**src/rtl/evt_irq_pkg.sv**
```systemverilog
package evt_irq_pkg;

  localparam int unsigned DEF_N_EV    = 2;
  localparam int unsigned DEF_CMP_BIT = 0;
  localparam int unsigned DEF_CAP_BIT = 1;

  // Width that holds codes 0..n (0 = nothing pending)
  function automatic int unsigned code_width(input int unsigned n);
    return (n < 1) ? 1 : $clog2(n + 1);
  endfunction

endpackage

```
**src/rtl/irq_raw_bit.sv**
```systemverilog
module irq_raw_bit (
  input  logic clk,
  input  logic rst_n,
  input  logic hw_ev,
  input  logic sw_set,
  input  logic sw_clr,
  input  logic side_clr,
  output logic q
);

  logic set_any;
  logic clr_any;

  // Any set source beats any clear source
  assign set_any = hw_ev | sw_set;
  assign clr_any = sw_clr | side_clr;

  always_ff @(posedge clk) begin
    if (!rst_n) begin
      q <= 1'b0;
    end else if (set_any) begin
      q <= 1'b1;
    end else if (clr_any) begin
      q <= 1'b0;
    end
  end

endmodule

```
**src/rtl/irq_mask_reg.sv**
```systemverilog
module irq_mask_reg #(
  parameter int unsigned N_EV = 2
) (
  input  logic            clk,
  input  logic            rst_n,
  input  logic            ld_en,
  input  logic [N_EV-1:0] ld_val,
  input  logic            set_en,
  input  logic [N_EV-1:0] set_val,
  input  logic            clr_en,
  input  logic [N_EV-1:0] clr_val,
  output logic [N_EV-1:0] q
);

  logic [N_EV-1:0] base;
  logic [N_EV-1:0] set_bits;
  logic [N_EV-1:0] clr_bits;
  logic [N_EV-1:0] nxt;

  always_comb begin
    base     = ld_en  ? ld_val  : q;
    set_bits = set_en ? set_val : '0;
    clr_bits = clr_en ? clr_val : '0;
    // Order: direct load, then clear, then set
    nxt      = (base & ~clr_bits) | set_bits;
  end

  always_ff @(posedge clk) begin
    if (!rst_n) begin
      q <= '0;
    end else begin
      q <= nxt;
    end
  end

endmodule

```
**src/rtl/irq_pend_enc.sv**
```systemverilog
module irq_pend_enc #(
  parameter int unsigned N_EV  = 2,
  parameter int unsigned IDX_W = 2
) (
  input  logic [N_EV-1:0]  pend,
  output logic             any,
  output logic [IDX_W-1:0] idx
);

  always_comb begin
    any = |pend;
    idx = '0;
    // Walk downward so the lowest set bit is the last to write
    for (int i = int'(N_EV) - 1; i >= 0; i--) begin
      if (pend[i]) begin
        idx = IDX_W'(i + 1);
      end
    end
  end

endmodule

```
**src/rtl/evt_irq_ctrl.sv**
```systemverilog
module evt_irq_ctrl #(
  parameter int unsigned N_EV    = evt_irq_pkg::DEF_N_EV,
  parameter int unsigned CMP_BIT = evt_irq_pkg::DEF_CMP_BIT,
  parameter int unsigned CAP_BIT = evt_irq_pkg::DEF_CAP_BIT,
  parameter int unsigned IDX_W   = evt_irq_pkg::code_width(N_EV)
) (
  input  logic             clk,
  input  logic             rst_n,
  input  logic [N_EV-1:0]  ev_pulse,
  input  logic             mask_wr,
  input  logic [N_EV-1:0]  mask_wdata,
  input  logic             mask_set_wr,
  input  logic [N_EV-1:0]  mask_set_data,
  input  logic             mask_clr_wr,
  input  logic [N_EV-1:0]  mask_clr_data,
  input  logic             isr_set_wr,
  input  logic [N_EV-1:0]  isr_set_data,
  input  logic             isr_clr_wr,
  input  logic [N_EV-1:0]  isr_clr_data,
  input  logic             cmp_wr,
  input  logic             cap_rd,
  output logic [N_EV-1:0]  raw_o,
  output logic [N_EV-1:0]  mask_o,
  output logic [N_EV-1:0]  masked_o,
  output logic             irq_o,
  output logic [IDX_W-1:0] pend_idx_o
);

  logic [N_EV-1:0] sw_set_v;
  logic [N_EV-1:0] sw_clr_v;
  logic [N_EV-1:0] side_clr_v;

  assign sw_set_v = isr_set_wr ? isr_set_data : '0;
  assign sw_clr_v = isr_clr_wr ? isr_clr_data : '0;

  // Raw status: one cell per source; access side effects go to fixed bits
  for (genvar g = 0; g < N_EV; g++) begin : g_raw
    assign side_clr_v[g] = ((g == CMP_BIT) && cmp_wr) || ((g == CAP_BIT) && cap_rd);

    irq_raw_bit u_bit (
      .clk      (clk),
      .rst_n    (rst_n),
      .hw_ev    (ev_pulse[g]),
      .sw_set   (sw_set_v[g]),
      .sw_clr   (sw_clr_v[g]),
      .side_clr (side_clr_v[g]),
      .q        (raw_o[g])
    );
  end

  irq_mask_reg #(
    .N_EV (N_EV)
  ) u_mask (
    .clk     (clk),
    .rst_n   (rst_n),
    .ld_en   (mask_wr),
    .ld_val  (mask_wdata),
    .set_en  (mask_set_wr),
    .set_val (mask_set_data),
    .clr_en  (mask_clr_wr),
    .clr_val (mask_clr_data),
    .q       (mask_o)
  );

  assign masked_o = raw_o & mask_o;

  irq_pend_enc #(
    .N_EV  (N_EV),
    .IDX_W (IDX_W)
  ) u_enc (
    .pend (masked_o),
    .any  (irq_o),
    .idx  (pend_idx_o)
  );

endmodule

```
**config.mk**
```make
export PLATFORM = sky130hd
export DESIGN_NAME = evt_irq_ctrl
export DESIGN_NICKNAME = d
export VERILOG_FILES = /design/src/rtl/evt_irq_pkg.sv /design/src/rtl/irq_raw_bit.sv /design/src/rtl/irq_mask_reg.sv /design/src/rtl/irq_pend_enc.sv /design/src/rtl/evt_irq_ctrl.sv
export SDC_FILE = /design/constraint.sdc
export NUM_CORES = 1
export LEC_CHECK = 0
export BUFFER_PORTS_ARGS = -buffer_cell sky130_fd_sc_hd__buf_2
export CAP_MARGIN = 20
export CORE_AREA = 2 2 39 41
export DETAILED_ROUTE_END_ITERATION = 6
export DIE_AREA = 0 0 41 43
export PLACE_DENSITY = 0.6
export SLEW_MARGIN = 20
export SYNTH_ARGS = -nofsm -noshare
export SYNTH_HDL_FRONTEND = slang
export SYNTH_SLANG_ARGS = --single-unit
export TNS_END_PERCENT = 30
```
**constraint.sdc**
```tcl
create_clock -name clk -period 0.82 [get_ports clk]
set_clock_uncertainty 0.05 [all_clocks]
set_input_delay 0.082 -clock clk [delete_from_list [all_inputs] [get_ports clk]]
set_output_delay 0.082 -clock clk [all_outputs]
set_load 0.05 [all_outputs]
```
### After elaboration in Yosys (flattened, before gate mapping)

Index checks and enable logic that the tools add are counted.

| storage, ports and cells | value |
|---|---|
| bits of input ports | 21 |
| output and inout port bits | 9 |
| register bits after elaboration | 4 |

| cells by class | value |
|---|---|
| bitwise operators | 8 |
| muxes and demuxes | 11 |
| reduce and logical (&&, ||, !) cells | 3 |

Operator list:

| kind | count |
|---|---|
| 2-bit two-way mux | 7 |
| 2-bit bitwise AND | 2 |
| 1-bit two-way mux | 4 |
| 1-bit bitwise OR | 4 |
| 2-bit nonzero test | 2 |
| 2-bit NOT | 1 |
| 2-bit bitwise OR | 1 |
| 2-bit OR reduction | 1 |

### Longest topological paths before layout

| depth | value |
|---|---|
| depth after elaboration | 4 |
| gate-level depth with buffers | 3 |

### Hierarchy

Synthesis repeated with hierarchy kept, for this count alone.

| second synthesis, totals | value |
|---|---|
| cell total of the unflattened synthesis | 25 |
| area total of the unflattened synthesis | 237.7 sq um |

Modules (own cells, without submodules):

| module | area an instance (sq um) | cells each | instances |
|---|---|---|---|
| irq_mask_reg | 97.6 | 8 | 1 |
| irq_raw_bit | 41.3 | 4 | 2 |
| evt_irq_ctrl | 37.5 | 6 | 1 |
| irq_pend_enc | 20.0 | 3 | 1 |

### Worst setup path after synthesis

No wires, ideal clock.

| path | value |
|---|---|
| path type | reg-to-output |
| start point | reg u_mask.q[0] |
| end point | out irq_o |
| cell stages (with the launch flop) | 3 |
| arrival | 1.672 ns |
| setup slack | -0.984 ns |
| required time | 0.688 ns |
| path through | dfxtp_1 > and2_1 > nand2b_1 |

| on the way | value |
|---|---|
| cells in the longest elaborated chain, start to end | 2 |

Ends and longest elaborated chain:

| element | RTL line | RTL |
|---|---|---|
| from (decl) | irq_mask_reg.sv:12 | `output logic [N_EV-1:0] q` |
| from (signal assigned) | irq_mask_reg.sv:32 | `q <= nxt;` |
| 2-bit bitwise AND | evt_irq_ctrl.sv:65 | `assign masked_o = raw_o & mask_o;` |
| net masked_o[0] | evt_irq_ctrl.sv:24 | `output logic [N_EV-1:0] masked_o,` |
| 2-bit OR reduction | irq_pend_enc.sv:11 | `any = \|pend;` |
| to (decl) | evt_irq_ctrl.sv:25 | `output logic irq_o,` |

The timed path passes the listed nets, and every way through them passes these cells.

### Worst setup path after layout

| path | value |
|---|---|
| start point | reg u_mask.q[0] |
| end point | out irq_o |

| on the way | value |
|---|---|
| cells in the longest elaborated chain, start to end | 2 |

Ends and longest elaborated chain:

| element | RTL line |
|---|---|
| 2-bit bitwise AND | evt_irq_ctrl.sv:65 |
| 2-bit OR reduction | irq_pend_enc.sv:11 |

Every way passes these cells.

==> results.toml <==
[status]
status = "complete, but fails checks"
violations = "setup timing"

[layout]
design_area_um2 = 533
layout_common_cells = "22 x buf_2, 6 x nand2_1, 5 x buf_6"
areaGrowthSynthToFinish_pct = 133
nets = 86
postLayoutCoreUtil_pct = 38.5
drive_gt1_share_pct = 70.3
seq_area_um2 = 90.1
final_common_cell = "buf_2"
n_antenna_cell = 0
fillers = 145
multi_input_area_um2 = 148

[power_and_ir_drop]
vdd_drop_max_mv = 0.510
p_int_uw = 544
p_per_area_nw_per_um2 = 1540
leakage_nw = 0.277
p_clk_share_pct = 33.4
seq_power_share_pct = 27.6
switching_share_pct = 33.5
p_comb_share_pct = 39.1
power_switching_uw = 274
total_power_uw = 818

[grt]
use_met3_pct = 6.28
use_met2_pct = 13.4
met1_usage_pct = 10.4
gr-total-overflow = 0
grt_antenna_before_repair = 0
track_usage_pct = 9.67
grt_pass1_wl_um = 1080
grt_pass1_vias = 291
grt_max_degree = 7
busiest_layer = "met2"

[setup_path]
cp-end-kind = "output port"
worst-path-max-fanout = 4
critPathKind = "reg2out"
cp.arrival_ps = 1000
worstReg2RegStart = "u_mask.q[1]$_SDFF_PN0_"
crit_family = "flip-flops"
cp_num_buf_inv = 1
critical_path.cell_chain = "and2_4, nand2b_4, buf_8"
worstSetupStartpointType = "register"
slowest_delay_ps = 330
cp.required_ps = 690
slowest_stage = "dfxtp_4"
critPathLaunch = "u_mask.q[0]$_SDFF_PN0_"

[yosys]
synth_largest_area_cell = "dfxtp_1"
ys_seq_area_share_pct = 35.0
synth.area.top_cells = "dfxtp_1 35%, nand2_1 11%, buf_4 9.8%, mux2i_1 8.7%, a21boi_0 6.6%"
syn_area_per_cell_um2 = 7.63
syn_area_um2 = 229
synth-seq-cells = 4
syn_inst = 30
synthDistinctLibCells = 13
syn_nets = 51
synth_top_area_share_pct = 35.0
yosysWarningCount = 0

[sta]
fin_ws_ps = -311
period_share_pct = 138
setup_tns_ps = -1990
final-setup-viol-count = 11
finalMaxSlewViolations = 0
rsz0062_at_grt = "true"
hold_violations = 0
relSlewSlack_pct = 83.6
final.hold.worst_slack_ps = 25.1
fmax_mhz = 884
worst_slew_pin_slew_ps = 247
min_period_ps = 1130

[clock_tree]
cts_tree = "built"
postCtsSetupRepairBufs = 0
clock_sinks = 4
clk_latency_ps = 230
htree_levels = 1
cts.root.buffer_cell = "clkbuf_4"
clockBufferDepth = 2
cts_buffers = 3
clkTransAtPathRegs_ps = 40

[routing]
wirelength_um = 678
drtIter0Drc = 4
ant_nets = 0
post_drt_wl_per_cell_um = 8.48
drc_errors = 0
via_per_inst = 4.04
dr.pass1.iters = 4
vias = 323

[placed_design]
gp_congestion = 0.616
dpl_cell_area_um2 = 433
dp_hpwl_um = 581
port_buffers = 29

[die]
start_util_pct = 16.5
core_area_um2 = 1380
io_pins = 30
dieArea_um2 = 1760
die_h_um = 43
die_w_um = 41
rows = 14

[min_path]
hold_class = "in2reg"
hold_path_startpoint = "mask_set_data[1]"

[flow_run]
cap_viol_max_count = 0
## area by class of cell
class / count / area share [%]
Clock buffer: 4 / 4.93
Sequential cell: 4 / 16.9
Tap cell: 16 / 3.76
Inverter: 1 / 1.41
Multi-Input combinational cell: 22 / 27.7
Timing Repair Buffer: 33 / 45.3
## metrics by stage
stage / setup WS, ps / std cells
floorplan: -276 / 30
global placement: -142 / 76
detailed placement: -152 / 76
CTS: -325 / 80
global route: -343 / 80
finish: -311 / 80
## routing by layer
metal / up-vias / wire, um
li1: 166 / -
met5: - / 0
met3: 0 / 77
met4: 0 / 0
met2: 22 / 330
met1: 135 / 271
## state kept, by name (all words and copies together), names as in the netlist
name and count:
g_raw.u_bit.q 2, u_mask.q 2
## what timing repair did
| item | CTS | global route |
|---|---|---|
| hold buffers | 0 | 0 |
| endpoints found under the setup margin | 11 | 13 |
| pin swaps | 3 | 0 |
| resized for setup | 18 | 7 |
## worst paths after layout
path / endpoint / slack [ps] / cells after the start
hold reg to reg: g_raw[0].u_bit.q$_SDFFE_PN0P_ / 560 / 3
setup / recovery: irq_o / -310 / 3
hold / removal: u_mask.q[1]$_SDFF_PN0_ / 30 / 3
setup reg to reg: u_mask.q[1]$_SDFF_PN0_ / -10 / 3
## cell families after synthesis
group | Yosys count | synth area share [%]
AO/OA/AOI/OAI | 6 | 15.3
buffers and inverters | 4 | 11.5
flip-flops | 4 | 35.0
multiplexers | 2 | 8.74
AND/OR/NAND/NOR | 14 | 29.5
## power groups by stage
stage | clock [mW] | sequential [mW] | combinational, mW
floorplan | 0 | 0.256 | 0.139
global placement | 0 | 0.223 | 0.264
detailed placement | 0 | 0.223 | 0.266
CTS | 0.290 | 0.224 | 0.309
global route | 0.300 | 0.227 | 0.341
finish | 0.273 | 0.226 | 0.320
## synthesized netlist by cell type
library cell / number
nand2_1: 7
a21oi_1: 2
nand2b_1: 1
mux2i_1: 2
and2_1: 1
inv_1: 1
buf_4: 3
o21ai_1: 2
nand3_1: 2
nand3b_1: 2
dfxtp_1: 4
a21boi_0: 2
nor2_1: 1
## worst reg2reg max path, cell delays in order, from the launching register on
cell     delay, ps
dfxtp_4        350
buf_6          110
mux2i_1        140
o21ai_1         70
No activity file was read; power rests on OpenSTA's default activity.
